<file path="config.mk">
export PLATFORM = sky130hd
export DESIGN_NAME = scyc_core
export DESIGN_NICKNAME = d
export VERILOG_FILES = /design/src/rtl/scyc_pkg.sv /design/src/rtl/scyc_decode.sv /design/src/rtl/scyc_immgen.sv /design/src/rtl/scyc_alu.sv /design/src/rtl/scyc_brcond.sv /design/src/rtl/scyc_regfile.sv /design/src/rtl/scyc_core.sv
export SDC_FILE = /design/constraint.sdc
export NUM_CORES = 2
export LEC_CHECK = 0
export CAP_MARGIN = 20
export CORE_MARGIN = 2
export CORE_UTILIZATION = 50
export CTS_CLUSTER_SIZE = 12
export DETAILED_ROUTE_END_ITERATION = 12
export PLACE_DENSITY = 0.67
export SLEW_MARGIN = 10
export SYNTH_ARGS = -nofsm -noshare
export SYNTH_HDL_FRONTEND = slang
export SYNTH_HIERARCHICAL = 1
export SYNTH_SLANG_ARGS = --single-unit
</file>
<file path="constraint.sdc">
create_clock -name clk -period 10.3 [get_ports clk]
set_input_delay 2.06 -clock clk [delete_from_list [all_inputs] [get_ports clk]]
set_output_delay 2.06 -clock clk [all_outputs]
set_load 0.05 [all_outputs]
</file>
<file path="src/rtl/scyc_pkg.sv">
package scyc_pkg;

    localparam logic [6:0] OPC_REG    = 7'b0110011;
    localparam logic [6:0] OPC_IMM    = 7'b0010011;
    localparam logic [6:0] OPC_LOAD   = 7'b0000011;
    localparam logic [6:0] OPC_STORE  = 7'b0100011;
    localparam logic [6:0] OPC_BRANCH = 7'b1100011;
    localparam logic [6:0] OPC_JUMP   = 7'b1101111;
    localparam logic [6:0] OPC_JREG   = 7'b1100111;

    typedef enum logic [1:0] {IMM_I, IMM_S, IMM_B, IMM_J} imm_kind_e;
    typedef enum logic       {OPB_REG, OPB_IMM} opb_e;
    typedef enum logic [3:0] {
        ALU_ADD, ALU_SUB, ALU_SLL, ALU_SLT, ALU_SLTU,
        ALU_XOR, ALU_SRL, ALU_SRA, ALU_OR, ALU_AND
    } alu_fn_e;
    typedef enum logic [1:0] {WB_ALU, WB_MEM, WB_LINK} wb_e;
    typedef enum logic [1:0] {NPC_SEQ, NPC_BR, NPC_JUMP, NPC_JREG} npc_e;

    typedef struct packed {
        imm_kind_e imm;
        opb_e      opb;
        alu_fn_e   fn;
        logic      mem_wr;
        logic      rf_wen;
        wb_e       wb;
        npc_e      npc;
    } ctrl_t;

    function automatic alu_fn_e alu_fn_of(logic [2:0] f3, logic alt);
        alu_fn_e r;
        case (f3)
            3'b000:  r = alt ? ALU_SUB : ALU_ADD;
            3'b001:  r = ALU_SLL;
            3'b010:  r = ALU_SLT;
            3'b011:  r = ALU_SLTU;
            3'b100:  r = ALU_XOR;
            3'b101:  r = alt ? ALU_SRA : ALU_SRL;
            3'b110:  r = ALU_OR;
            default: r = ALU_AND;
        endcase
        return r;
    endfunction

endpackage

</file>
<file path="src/rtl/scyc_decode.sv">
module scyc_decode
    import scyc_pkg::*;
(
    input  logic [6:0] opcode,
    input  logic [2:0] funct3,
    input  logic       alt_bit,
    output ctrl_t      ctrl
);

    always_comb begin
        ctrl.imm    = IMM_I;
        ctrl.opb    = OPB_REG;
        ctrl.fn     = ALU_ADD;
        ctrl.mem_wr = 1'b0;
        ctrl.rf_wen = 1'b0;
        ctrl.wb     = WB_ALU;
        ctrl.npc    = NPC_SEQ;
        case (opcode)
            OPC_REG: begin
                ctrl.fn     = alu_fn_of(funct3, alt_bit);
                ctrl.rf_wen = 1'b1;
            end
            OPC_IMM: begin
                ctrl.opb    = OPB_IMM;
                ctrl.fn     = alu_fn_of(funct3, alt_bit && (funct3 == 3'b101));
                ctrl.rf_wen = 1'b1;
            end
            OPC_LOAD: begin
                ctrl.opb    = OPB_IMM;
                ctrl.rf_wen = 1'b1;
                ctrl.wb     = WB_MEM;
            end
            OPC_STORE: begin
                ctrl.imm    = IMM_S;
                ctrl.opb    = OPB_IMM;
                ctrl.mem_wr = 1'b1;
            end
            OPC_BRANCH: begin
                ctrl.imm = IMM_B;
                ctrl.npc = NPC_BR;
            end
            OPC_JUMP: begin
                ctrl.imm    = IMM_J;
                ctrl.rf_wen = 1'b1;
                ctrl.wb     = WB_LINK;
                ctrl.npc    = NPC_JUMP;
            end
            OPC_JREG: begin
                ctrl.opb    = OPB_IMM;
                ctrl.rf_wen = 1'b1;
                ctrl.wb     = WB_LINK;
                ctrl.npc    = NPC_JREG;
            end
            default: ;
        endcase
    end

endmodule

</file>
<file path="src/rtl/scyc_immgen.sv">
module scyc_immgen
    import scyc_pkg::*;
#(
    parameter int XLEN = 32
) (
    input  logic [31:7]     ins,
    input  imm_kind_e       kind,
    output logic [XLEN-1:0] imm
);

    always_comb begin
        case (kind)
            IMM_S:   imm = {{(XLEN-12){ins[31]}}, ins[31:25], ins[11:7]};
            IMM_B:   imm = {{(XLEN-13){ins[31]}}, ins[31], ins[7], ins[30:25], ins[11:8], 1'b0};
            IMM_J:   imm = {{(XLEN-21){ins[31]}}, ins[31], ins[19:12], ins[20], ins[30:21], 1'b0};
            default: imm = {{(XLEN-12){ins[31]}}, ins[31:20]};
        endcase
    end

endmodule

</file>
<file path="src/rtl/scyc_alu.sv">
module scyc_alu
    import scyc_pkg::*;
#(
    parameter int XLEN = 32
) (
    input  logic [XLEN-1:0] a,
    input  logic [XLEN-1:0] b,
    input  alu_fn_e         fn,
    output logic [XLEN-1:0] y
);

    localparam int SHW = $clog2(XLEN);

    logic [SHW-1:0] shamt;
    assign shamt = b[SHW-1:0];

    always_comb begin
        case (fn)
            ALU_SUB:  y = a - b;
            ALU_SLL:  y = a << shamt;
            ALU_SLT:  y = {{(XLEN-1){1'b0}}, $signed(a) < $signed(b)};
            ALU_SLTU: y = {{(XLEN-1){1'b0}}, a < b};
            ALU_XOR:  y = a ^ b;
            ALU_SRL:  y = a >> shamt;
            ALU_SRA:  y = $unsigned($signed(a) >>> shamt);
            ALU_OR:   y = a | b;
            ALU_AND:  y = a & b;
            default:  y = a + b;
        endcase
    end

endmodule

</file>
<file path="src/rtl/scyc_brcond.sv">
module scyc_brcond #(
    parameter int XLEN = 32
) (
    input  logic [XLEN-1:0] a,
    input  logic [XLEN-1:0] b,
    input  logic [2:0]      funct3,
    output logic            take
);

    logic eq, lt, ltu;
    assign eq  = (a == b);
    assign lt  = ($signed(a) < $signed(b));
    assign ltu = (a < b);

    always_comb begin
        case (funct3)
            3'b000:  take = eq;
            3'b001:  take = !eq;
            3'b100:  take = lt;
            3'b101:  take = !lt;
            3'b110:  take = ltu;
            3'b111:  take = !ltu;
            default: take = 1'b0;
        endcase
    end

endmodule

</file>
<file path="src/rtl/scyc_regfile.sv">
module scyc_regfile #(
    parameter int XLEN = 32,
    parameter int NREG = 32
) (
    input  logic                    clk,
    input  logic                    rst_n,
    input  logic [$clog2(NREG)-1:0] ra1,
    input  logic [$clog2(NREG)-1:0] ra2,
    input  logic [$clog2(NREG)-1:0] wa,
    input  logic                    we,
    input  logic [XLEN-1:0]         wd,
    output logic [XLEN-1:0]         rd1,
    output logic [XLEN-1:0]         rd2
);

    localparam int AW = $clog2(NREG);

    logic [XLEN-1:0] regs_q [NREG];
    logic [XLEN-1:0] regs_d [NREG];

    always_comb begin
        regs_d = regs_q;
        if (we && (wa != '0)) begin
            regs_d[wa] = wd;
        end
    end

    always_ff @(posedge clk or negedge rst_n) begin
        if (!rst_n) begin
            for (int i = 0; i < NREG; i++) begin
                regs_q[i] <= '0;
            end
        end else begin
            regs_q <= regs_d;
        end
    end

    assign rd1 = regs_q[ra1];
    assign rd2 = regs_q[ra2];

    // register zero never changes away from 0
    a_r9_zero_reg: assert property (@(posedge clk) disable iff (!rst_n)
        regs_q[0] == '0);

    // an enabled write is visible from the following cycle
    a_r11_write_lands: assert property (@(posedge clk) disable iff (!rst_n)
        (we && (wa != AW'(0))) |=> (regs_q[$past(wa)] == $past(wd)));

endmodule

</file>
<file path="src/rtl/scyc_core.sv">
module scyc_core
    import scyc_pkg::*;
#(
    parameter int          XLEN     = 32,
    parameter int          NREG     = 32,
    parameter logic [31:0] RESET_PC = 32'h0
) (
    input  logic            clk,
    input  logic            rst_n,
    output logic [XLEN-1:0] imem_addr,
    input  logic [31:0]     imem_rdata,
    output logic [XLEN-1:0] dmem_addr,
    output logic [XLEN-1:0] dmem_wdata,
    output logic            dmem_we,
    input  logic [XLEN-1:0] dmem_rdata
);

    localparam int AW = $clog2(NREG);

    typedef struct packed {
        logic [XLEN-1:0] pc;
    } core_st_t;

    core_st_t st_d, st_q;

    logic [6:0]      opcode;
    logic [2:0]      funct3;
    logic [AW-1:0]   rs1_idx, rs2_idx, rd_idx;
    ctrl_t           ctrl;
    logic [XLEN-1:0] imm, src1, src2, alu_b, alu_y, wb_data;
    logic [XLEN-1:0] pc_seq;
    logic            br_take;

    assign opcode  = imem_rdata[6:0];
    assign funct3  = imem_rdata[14:12];
    assign rd_idx  = imem_rdata[7 +: AW];
    assign rs1_idx = imem_rdata[15 +: AW];
    assign rs2_idx = imem_rdata[20 +: AW];

    scyc_decode u_dec (
        .opcode  (opcode),
        .funct3  (funct3),
        .alt_bit (imem_rdata[30]),
        .ctrl    (ctrl)
    );

    scyc_immgen #(.XLEN(XLEN)) u_imm (
        .ins  (imem_rdata[31:7]),
        .kind (ctrl.imm),
        .imm  (imm)
    );

    scyc_regfile #(.XLEN(XLEN), .NREG(NREG)) u_rf (
        .clk   (clk),
        .rst_n (rst_n),
        .ra1   (rs1_idx),
        .ra2   (rs2_idx),
        .wa    (rd_idx),
        .we    (ctrl.rf_wen),
        .wd    (wb_data),
        .rd1   (src1),
        .rd2   (src2)
    );

    assign alu_b = (ctrl.opb == OPB_IMM) ? imm : src2;

    scyc_alu #(.XLEN(XLEN)) u_alu (
        .a  (src1),
        .b  (alu_b),
        .fn (ctrl.fn),
        .y  (alu_y)
    );

    scyc_brcond #(.XLEN(XLEN)) u_br (
        .a      (src1),
        .b      (src2),
        .funct3 (funct3),
        .take   (br_take)
    );

    assign pc_seq = st_q.pc + XLEN'(4);

    always_comb begin
        case (ctrl.wb)
            WB_MEM:  wb_data = dmem_rdata;
            WB_LINK: wb_data = pc_seq;
            default: wb_data = alu_y;
        endcase
    end

    always_comb begin
        st_d = st_q;
        case (ctrl.npc)
            NPC_BR:   st_d.pc = br_take ? (st_q.pc + imm) : pc_seq;
            NPC_JUMP: st_d.pc = st_q.pc + imm;
            NPC_JREG: st_d.pc = alu_y & ~XLEN'(1);
            default:  st_d.pc = pc_seq;
        endcase
    end

    always_ff @(posedge clk or negedge rst_n) begin
        if (!rst_n) begin
            st_q.pc <= XLEN'(RESET_PC);
        end else begin
            st_q <= st_d;
        end
    end

    assign imem_addr  = st_q.pc;
    assign dmem_addr  = alu_y;
    assign dmem_wdata = src2;
    assign dmem_we    = ctrl.mem_wr && rst_n;

    logic known_op, straight_op;
    assign known_op = (opcode == OPC_REG) || (opcode == OPC_IMM) ||
                      (opcode == OPC_LOAD) || (opcode == OPC_STORE) ||
                      (opcode == OPC_BRANCH) || (opcode == OPC_JUMP) ||
                      (opcode == OPC_JREG);
    assign straight_op = (opcode == OPC_REG) || (opcode == OPC_IMM) ||
                         (opcode == OPC_LOAD) || (opcode == OPC_STORE);

    // only a store instruction at the port may raise the write strobe
    a_r5_we_only_store: assert property (@(posedge clk) disable iff (!rst_n)
        dmem_we |-> (opcode == OPC_STORE));

    // branches and stores leave the register file alone
    a_r6_no_wb_branch_store: assert property (@(posedge clk) disable iff (!rst_n)
        ((opcode == OPC_BRANCH) || (opcode == OPC_STORE)) |-> !ctrl.rf_wen);

    // unknown opcodes have no side effect
    a_r10_unknown_quiet: assert property (@(posedge clk) disable iff (!rst_n)
        !known_op |-> (!ctrl.rf_wen && !dmem_we));

    // unknown opcodes step the PC by 4
    a_r10_unknown_step: assert property (@(posedge clk) disable iff (!rst_n)
        !known_op |=> (imem_addr == $past(imem_addr) + XLEN'(4)));

    // straight-line instructions step the PC by 4
    a_r12_pc_step: assert property (@(posedge clk) disable iff (!rst_n)
        straight_op |=> (imem_addr == $past(imem_addr) + XLEN'(4)));

endmodule

</file>
# Word-level counts from Yosys, hierarchy flattened
# Cells that the tools add are included.
totals:
  reg_bits: 1056
  input_bits: 66
  out_inout_bits: 97
  elab_cells: 127
classes:
  addsub: 4
  order_cmp: 8
  eq_ne: 32
  shifts: 3
  mux: 29
  n_bitwise: 6
  n_reduce_logical: 12
ops:
  columns: ["operator", "count"]
  rows:
  - ["$bwmux 1024", 1]
  - ["$bmux 32 s5", 2]
  - ["$pmux 32 s9", 1]
  - ["$mux 32", 7]
  - ["$demux 32 s5", 1]
  - ["$lt 32x32->1", 4]
  - ["$pmux 32 s3", 1]
  - ["$add 32x32->32", 2]
  - ["$pmux 32 s2", 1]
  - ["$pmux 20 s3", 1]
  - ["$pmux 4 s7", 2]
  - ["$add 32x3->32 const B", 1]
  - ["$and 32x32->32", 1]
  - ["$eq 32x32->1", 1]
  - ["$or 32x32->32", 1]
  - ["$shl 32x5->32", 1]
  - ["$shr 32x5->32", 1]
  - ["$sshr 32x5->32", 1]
  - ["$sub 32x32->32", 1]
  - ["$xor 32x32->32", 1]
  - ["$eq 7x7->1 const B", 3]
  - ["$ge 6x6->1 const B", 3]
  - ["$not 5->6", 3]
  - ["$eq 4x3->1 const B", 4]
  - ["24 further kinds", 49]

# Logic depth before layout (Yosys ltp)
depth:
  word_depth: 9
  depth_mapped: 27
  ltp_nobuf: 20

# Cells and area by module
# Netlist, hierarchy kept.
by_module_without_submodules:
  columns: ["module", "instances", "cells_per_inst", "area_per_inst_um2", "seq_area_each_um2"]
  rows:
  - ["scyc_regfile", 1, 4601, 55937.4, 25624.6]
  - ["scyc_alu", 1, 1287, 9092.5, 0.0]
  - ["scyc_core", 1, 592, 4633.2, 800.8]
  - ["scyc_brcond", 1, 120, 864.6, 0.0]
  - ["scyc_immgen", 1, 39, 322.8, 0.0]
  - ["scyc_decode", 1, 34, 220.2, 0.0]

# Least setup slack after synthesis
# Ideal clock, no wire load.
synth_path:
  path_kind: "in2out"
  start: "in imem_rdata[21]"
  end: "out dmem_addr[25]"
  t_arrival_ps: 8270
  required_time_ps: 8240
  slack_ps: -30
  cell_stages: 22
  n_path_buf: 8
  path_cell_list: "buf_2 > buf_4 > buf_2 > buf_2 > mux2i_1 > nand2_1 > a31oi_1 > nand3_1 > mux2_2 > buf_2 > clkinv_1 > buf_1 > buf_1 > ha_1 > buf_2 > nand2b_1 > o2111ai_1 > a2111oi_0 > nor3_1 > o31ai_1 > a21oi_1 > o32ai_1"
synth_between:
  elab_chain_cells: 7
  word_cells_on_any_way: 15
  classes_between: "2 x add/sub; 3 x shift; 6 x mux; 4 x bitwise"
synth_lines:
  columns: ["element", "line", "text"]
  rows:
  - ["from (decl)", "scyc_core.sv:11", "input logic [31:0] imem_rdata,"]
  - ["$not 5->6 (implied by the code) *", "scyc_regfile.sv:39", "assign rd2 = regs_q[ra2];"]
  - ["$bmux 32 s5 *", "scyc_regfile.sv:39", null]
  - ["$mux 32 (implied by the code) * (2 in series)", "scyc_regfile.sv:39", null]
  - ["named net dmem_wdata[2]", "scyc_core.sv:13", "output logic [XLEN-1:0] dmem_wdata,"]
  - ["$mux 32 *", "scyc_core.sv:65", "assign alu_b = (ctrl.opb == OPB_IMM) ? imm : src2;"]
  - ["named net alu_b[2]", "scyc_core.sv:30", "logic [XLEN-1:0] imm, src1, src2, alu_b, alu_y, wb_data;"]
  - ["$add 32x32->32 (tied with other cells)", "scyc_alu.sv:28", "default: y = a + b;"]
  - ["$pmux 32 s9 *", "scyc_alu.sv:18", "case (fn)"]
  - ["to (decl)", "scyc_core.sv:12", "output logic [XLEN-1:0] dmem_addr,"]
# The timed path passes the listed nets; every way through them passes the cells marked *. The select of a mux whose other input is x is not followed.

# Worst setup path in the final report
layout_path:
  start: "in imem_rdata[20]"
  end: "out dmem_addr[29]"
layout_between:
  elab_chain_cells: 7
  word_cells_on_any_way: 15
  classes_between: "2 x add/sub; 3 x shift; 6 x mux; 4 x bitwise"
layout_lines:
  columns: ["element", "line"]
  rows:
  - ["$not 5->6 (implied by the code) *", "scyc_regfile.sv:39"]
  - ["$bmux 32 s5 *", "scyc_regfile.sv:39"]
  - ["$mux 32 (implied by the code) * (2 in series)", "scyc_regfile.sv:39"]
  - ["$mux 32 *", "scyc_core.sv:65"]
  - ["named net alu_b[6]", "scyc_core.sv:30"]
  - ["$add 32x32->32 or $sub 32x32->32 (tied branches)", "scyc_alu.sv:28, scyc_alu.sv:19"]
  - ["$pmux 32 s9 *", "scyc_alu.sv:18"]
# Marked as above.

==> summary.txt <==
Finish
  • P&R area growth vs syn: 11.6%
  • Multi-input logic area: 41200 um2
  • Final core utilization: 56.2%
  • Storage cell area: 26400 um2
  • Nets: 6919
  • Share of layout cells above drive strength 1: 26.5%
  • Fill cells: 12100
  • Fin cells: 8657

Drt
  • Detailed Route WL: 263 mm
  • Final ANT Viol Nets: 0
  • Wire per inst: 30.4 um
  • DR vias: 58300
  • DR vias/cell: 6.74
  • # DRC: 0
  • Iteration-0 DRC count of the detailed router: 6483
  • DRT Pass-1 Iters: 8

STA
  • Actual slew at the worst max-slew pin: 1.26 ns
  • Fmax: 0.0986 GHz
  • Hold Fails Final Rpt: 0
  • Fin crit period: 10.14 ns
  • Max-slew headroom: 15.6%
  • Setup Skew: 0.0638 ns
  • Post-route setup slack: 0.160 ns
  • Part of the cycle the worst path needs: 98.5%
  • RSZ-0062 raised after global routing: no
  • Final Setup Violations: 0
  • Slew Limit Fails: 0
  • Hold slack: 0.395 ns

Global routing
  • First-pass GRT wire length: 385 mm
  • GRT Overall Usage: 35.2%
  • Number of global-route vias before repair: 57500
  • Largest net degree at the start of global routing: 186
  • GRT Residual Overflow: 0
  • Initial antenna violation count: 8

Power
  • Pint: 8350 uW
  • Gate power share: 35.7%
  • Peak VDD IR: 0.181 mV
  • Sw frac: 37.9%
  • Sequential Power Share: 35.0%
  • Switching Power: 5100 uW
  • Clk network pwr share: 29.4%
  • LEAKAGE: 0.0381 uW
  • P per Cell Area: 170 nW/um2

Floorplanning
  • Num rows: 138
  • Die X: 381 um
  • Starting Density: 50.3%
  • I/O pin cnt: 163
  • Area of the die: 145000 um2
  • Die height: 381 um
  • Core Region: 141000 um2

Place
  • Port bufs: 162
  • Dpl ws: -0.0339 ns
  • Post-Place Cells: 8459
  • Detailed Place HPWL: 175 mm
  • Routability congestion estimate: 1.07

Yosys
  • Gate Count Post-Synth: 6673
  • Post-synth EDFFs: 0
  • Avg Synthesized Cell Area: 10.7 um2
  • Synth top area share: 37.2%
  • Largest cells by area after synthesis: dfrtp_1 (37%), mux2_2 (16%), mux2i_1 (15%)
  • Asr flop ratio synth: 100%
  • Yosys reg bits: 1056
  • Synth area leader: dfrtp_1
  • Synth cell types: 116
  • YS warnings: 6
  • Net Count, Synth: 6905
  • Seq/Total Area, Yosys: 37.2%
  • Cell Area, Synth: 71100 um2
  • Most common flop cell mapped by yosys: dfrtp_1

Clock tree
  • Cts bufs inserted: 112
  • Clock sink count: 1056
  • Clock Pin Slew Worst Setup and Hold Paths: 0.05 ns
  • Root Driver: clkbuf_16
  • Clock Path Buffers: 3
  • H-tree depth: 3
  • CTS tree: built
  • Setup bufs post-CTS: 0
  • Worst-Skew Late Latency: 0.76 ns
  • Hold_buf cts: 0

Setup path
  • Crit path max fanout: 31
  • CP Class: input port to output port
  • Crit. End Element: output port
  • Crit start category: input port
  • Critical Path RT: 8.24 ns
  • CP arrival: 8.08 ns

Outcome
  • Status: completed

Flow run
  • Total of max-cap violations: 0

Min path
  • Type of the most critical hold path: register to register
## power groups by stage
stage | registers, uW | logic [uW] | clock network (uW)
2_1_floorplan | 4860 | 2710 | 0
3_3_place_gp | 4750 | 4630 | 0
3_5_place_dp | 4760 | 4670 | 0
4_1_cts | 4690 | 4690 | 4010
5_1_grt | 4720 | 5040 | 4180
6_report | 4700 | 4800 | 3950
## repair_timing
action / in CTS / in global routing
gates cloned: 0 / 1
endpoints found under the setup margin: 2 / 10
pin swaps: 0 / 1
gates resized for setup: 2 / 5
## per-stage QoR
| step | area [um2] | power (uW) | setup TNS, ns |
|---|---|---|---|
| after global placement | 75700 | 9380 | -0.0654 |
| after CTS | 79200 | 13400 | 0 |
| final | 79300 | 13400 | 0 |
| after global routing | 79300 | 13900 | 0 |
| after detailed placement | 75700 | 9430 | -0.0562 |
| after floorplan | 71100 | 7570 | 0 |
## kinds of logic after synthesis
logic type | synth area share (%)
AOI/OAI and AO/OA | 12.7
xor gates and xnor gates | 0.762
adders and majority gates | 2.95
buffers and inverters | 5.37
DFF | 37.2
muxes | 33.4
and+or+nand+nor | 7.70
## layout by cell type (no fill, tap or decap), types with 37 or more instances in the layout
cell / synthesis / routed
a21o_1: 44 / 44
buf_4: 86 / 329
a22oi_1: 273 / 273
nor3_1: 111 / 110
nand3_1: 250 / 250
mux2_2: 1006 / 1004
a22o_1: 130 / 130
mux2i_1: 1072 / 1072
a21oi_1: 345 / 344
a31oi_1: 85 / 85
dfrtp_1: 1056 / 1056
inv_1: 132 / 132
mux2_1: 39 / 39
clkbuf_1: 315 / 37
buf_12: 0 / 71
ha_1: 163 / 162
clkdlybuf4s50_1: 0 / 123
o21ai_0: 131 / 108
mux4_2: 54 / 54
nor2_1: 169 / 167
nand2_1: 400 / 383
clkbuf_16: 0 / 114
## registers in the layout (all words and copies together) (netlist names)
| name | count |
|---|---|
| imem_addr | 32 |
| u_rf/regs_q | 1024 |
## worst paths after layout
check | depth (start not counted) | end | start | slack (ns)
setup reg to reg | 24 | u_rf/regs_q[21] | u_rf/regs_q[902] | 4.11
max in group asynchronous | 5 | u_rf/regs_q[1016] | rst_n | 5.27
setup / recovery | 23 | dmem_addr[29] | imem_rdata[20] | 0.16
min in group asynchronous | 1 | imem_addr[22] | rst_n | 1.29
hold / removal | 0 | u_rf/regs_q[1016] | u_rf/regs_q[1016] | 0.39
hold reg to reg | 0 | u_rf/regs_q[1016] | u_rf/regs_q[1016] | 0.39
## critical path, stage by stage
cell,delay [ns]
dlymetal6s2s_1,0.60
and2_4,0.42
buf_12,0.27
a22o_1,0.18
nor3_1,0.05
a31oi_1,0.50
nand3_1,0.28
mux2_2,0.38
inv_1,0.09
ha_1,0.34
nor2b_1,0.15
a2111oi_0,0.09
buf_4,0.17
a2111oi_0,0.71
buf_4,0.23
nor3_1,0.08
o31ai_1,0.27
buf_4,0.18
a41oi_1,0.15
o211a_1,0.24
a31oi_1,0.26
buf_4,0.20
buf_12,0.13
## cell usage after synthesis (17+ instances only)
cell / count
nor2_1: 169
nand2b_1: 17
dfrtp_1: 1056
buf_6: 54
a22oi_1: 273
nor2b_1: 22
a21oi_1: 345
a22o_1: 130
a221oi_1: 20
clkbuf_1: 315
mux2_2: 1006
buf_1: 40
buf_4: 86
a21o_1: 44
o211ai_1: 24
inv_1: 132
nand3_1: 250
mux2_1: 39
nand4_1: 27
xnor2_1: 35
a211oi_1: 37
o21ai_0: 131
ha_1: 163
buf_2: 137
o21ai_1: 28
o221ai_1: 18
xor2_1: 25
mux4_2: 54
nand2_1: 400
nor3_1: 111
mux2i_1: 1072
a31oi_1: 85
and3_1: 17
## layout make-up
| class | instances | share of cell area (%) |
|---|---|---|
| multi-input cells | 4847 | 51.9 |
| flip-flops and latches | 1056 | 33.3 |
| repair buffers | 533 | 6.67 |
| clock buffers | 176 | 4.21 |
| well taps | 1890 | 2.98 |
| inverters | 137 | 0.652 |
| clock inverters | 17 | 0.260 |
| diodes | 1 | 0.00316 |
## routing by layer
layer / wire [um] / track usage, % / vias to the layer above
met5: 27 / 0 / -
met4: 15200 / 18.3 / 4
met3: 25600 / 7.83 / 755
met2: 117000 / 54.3 / 3174
met1: 105000 / 46.3 / 29700
li1: - / - / 24700
Power figures use the tool's default switching activity.
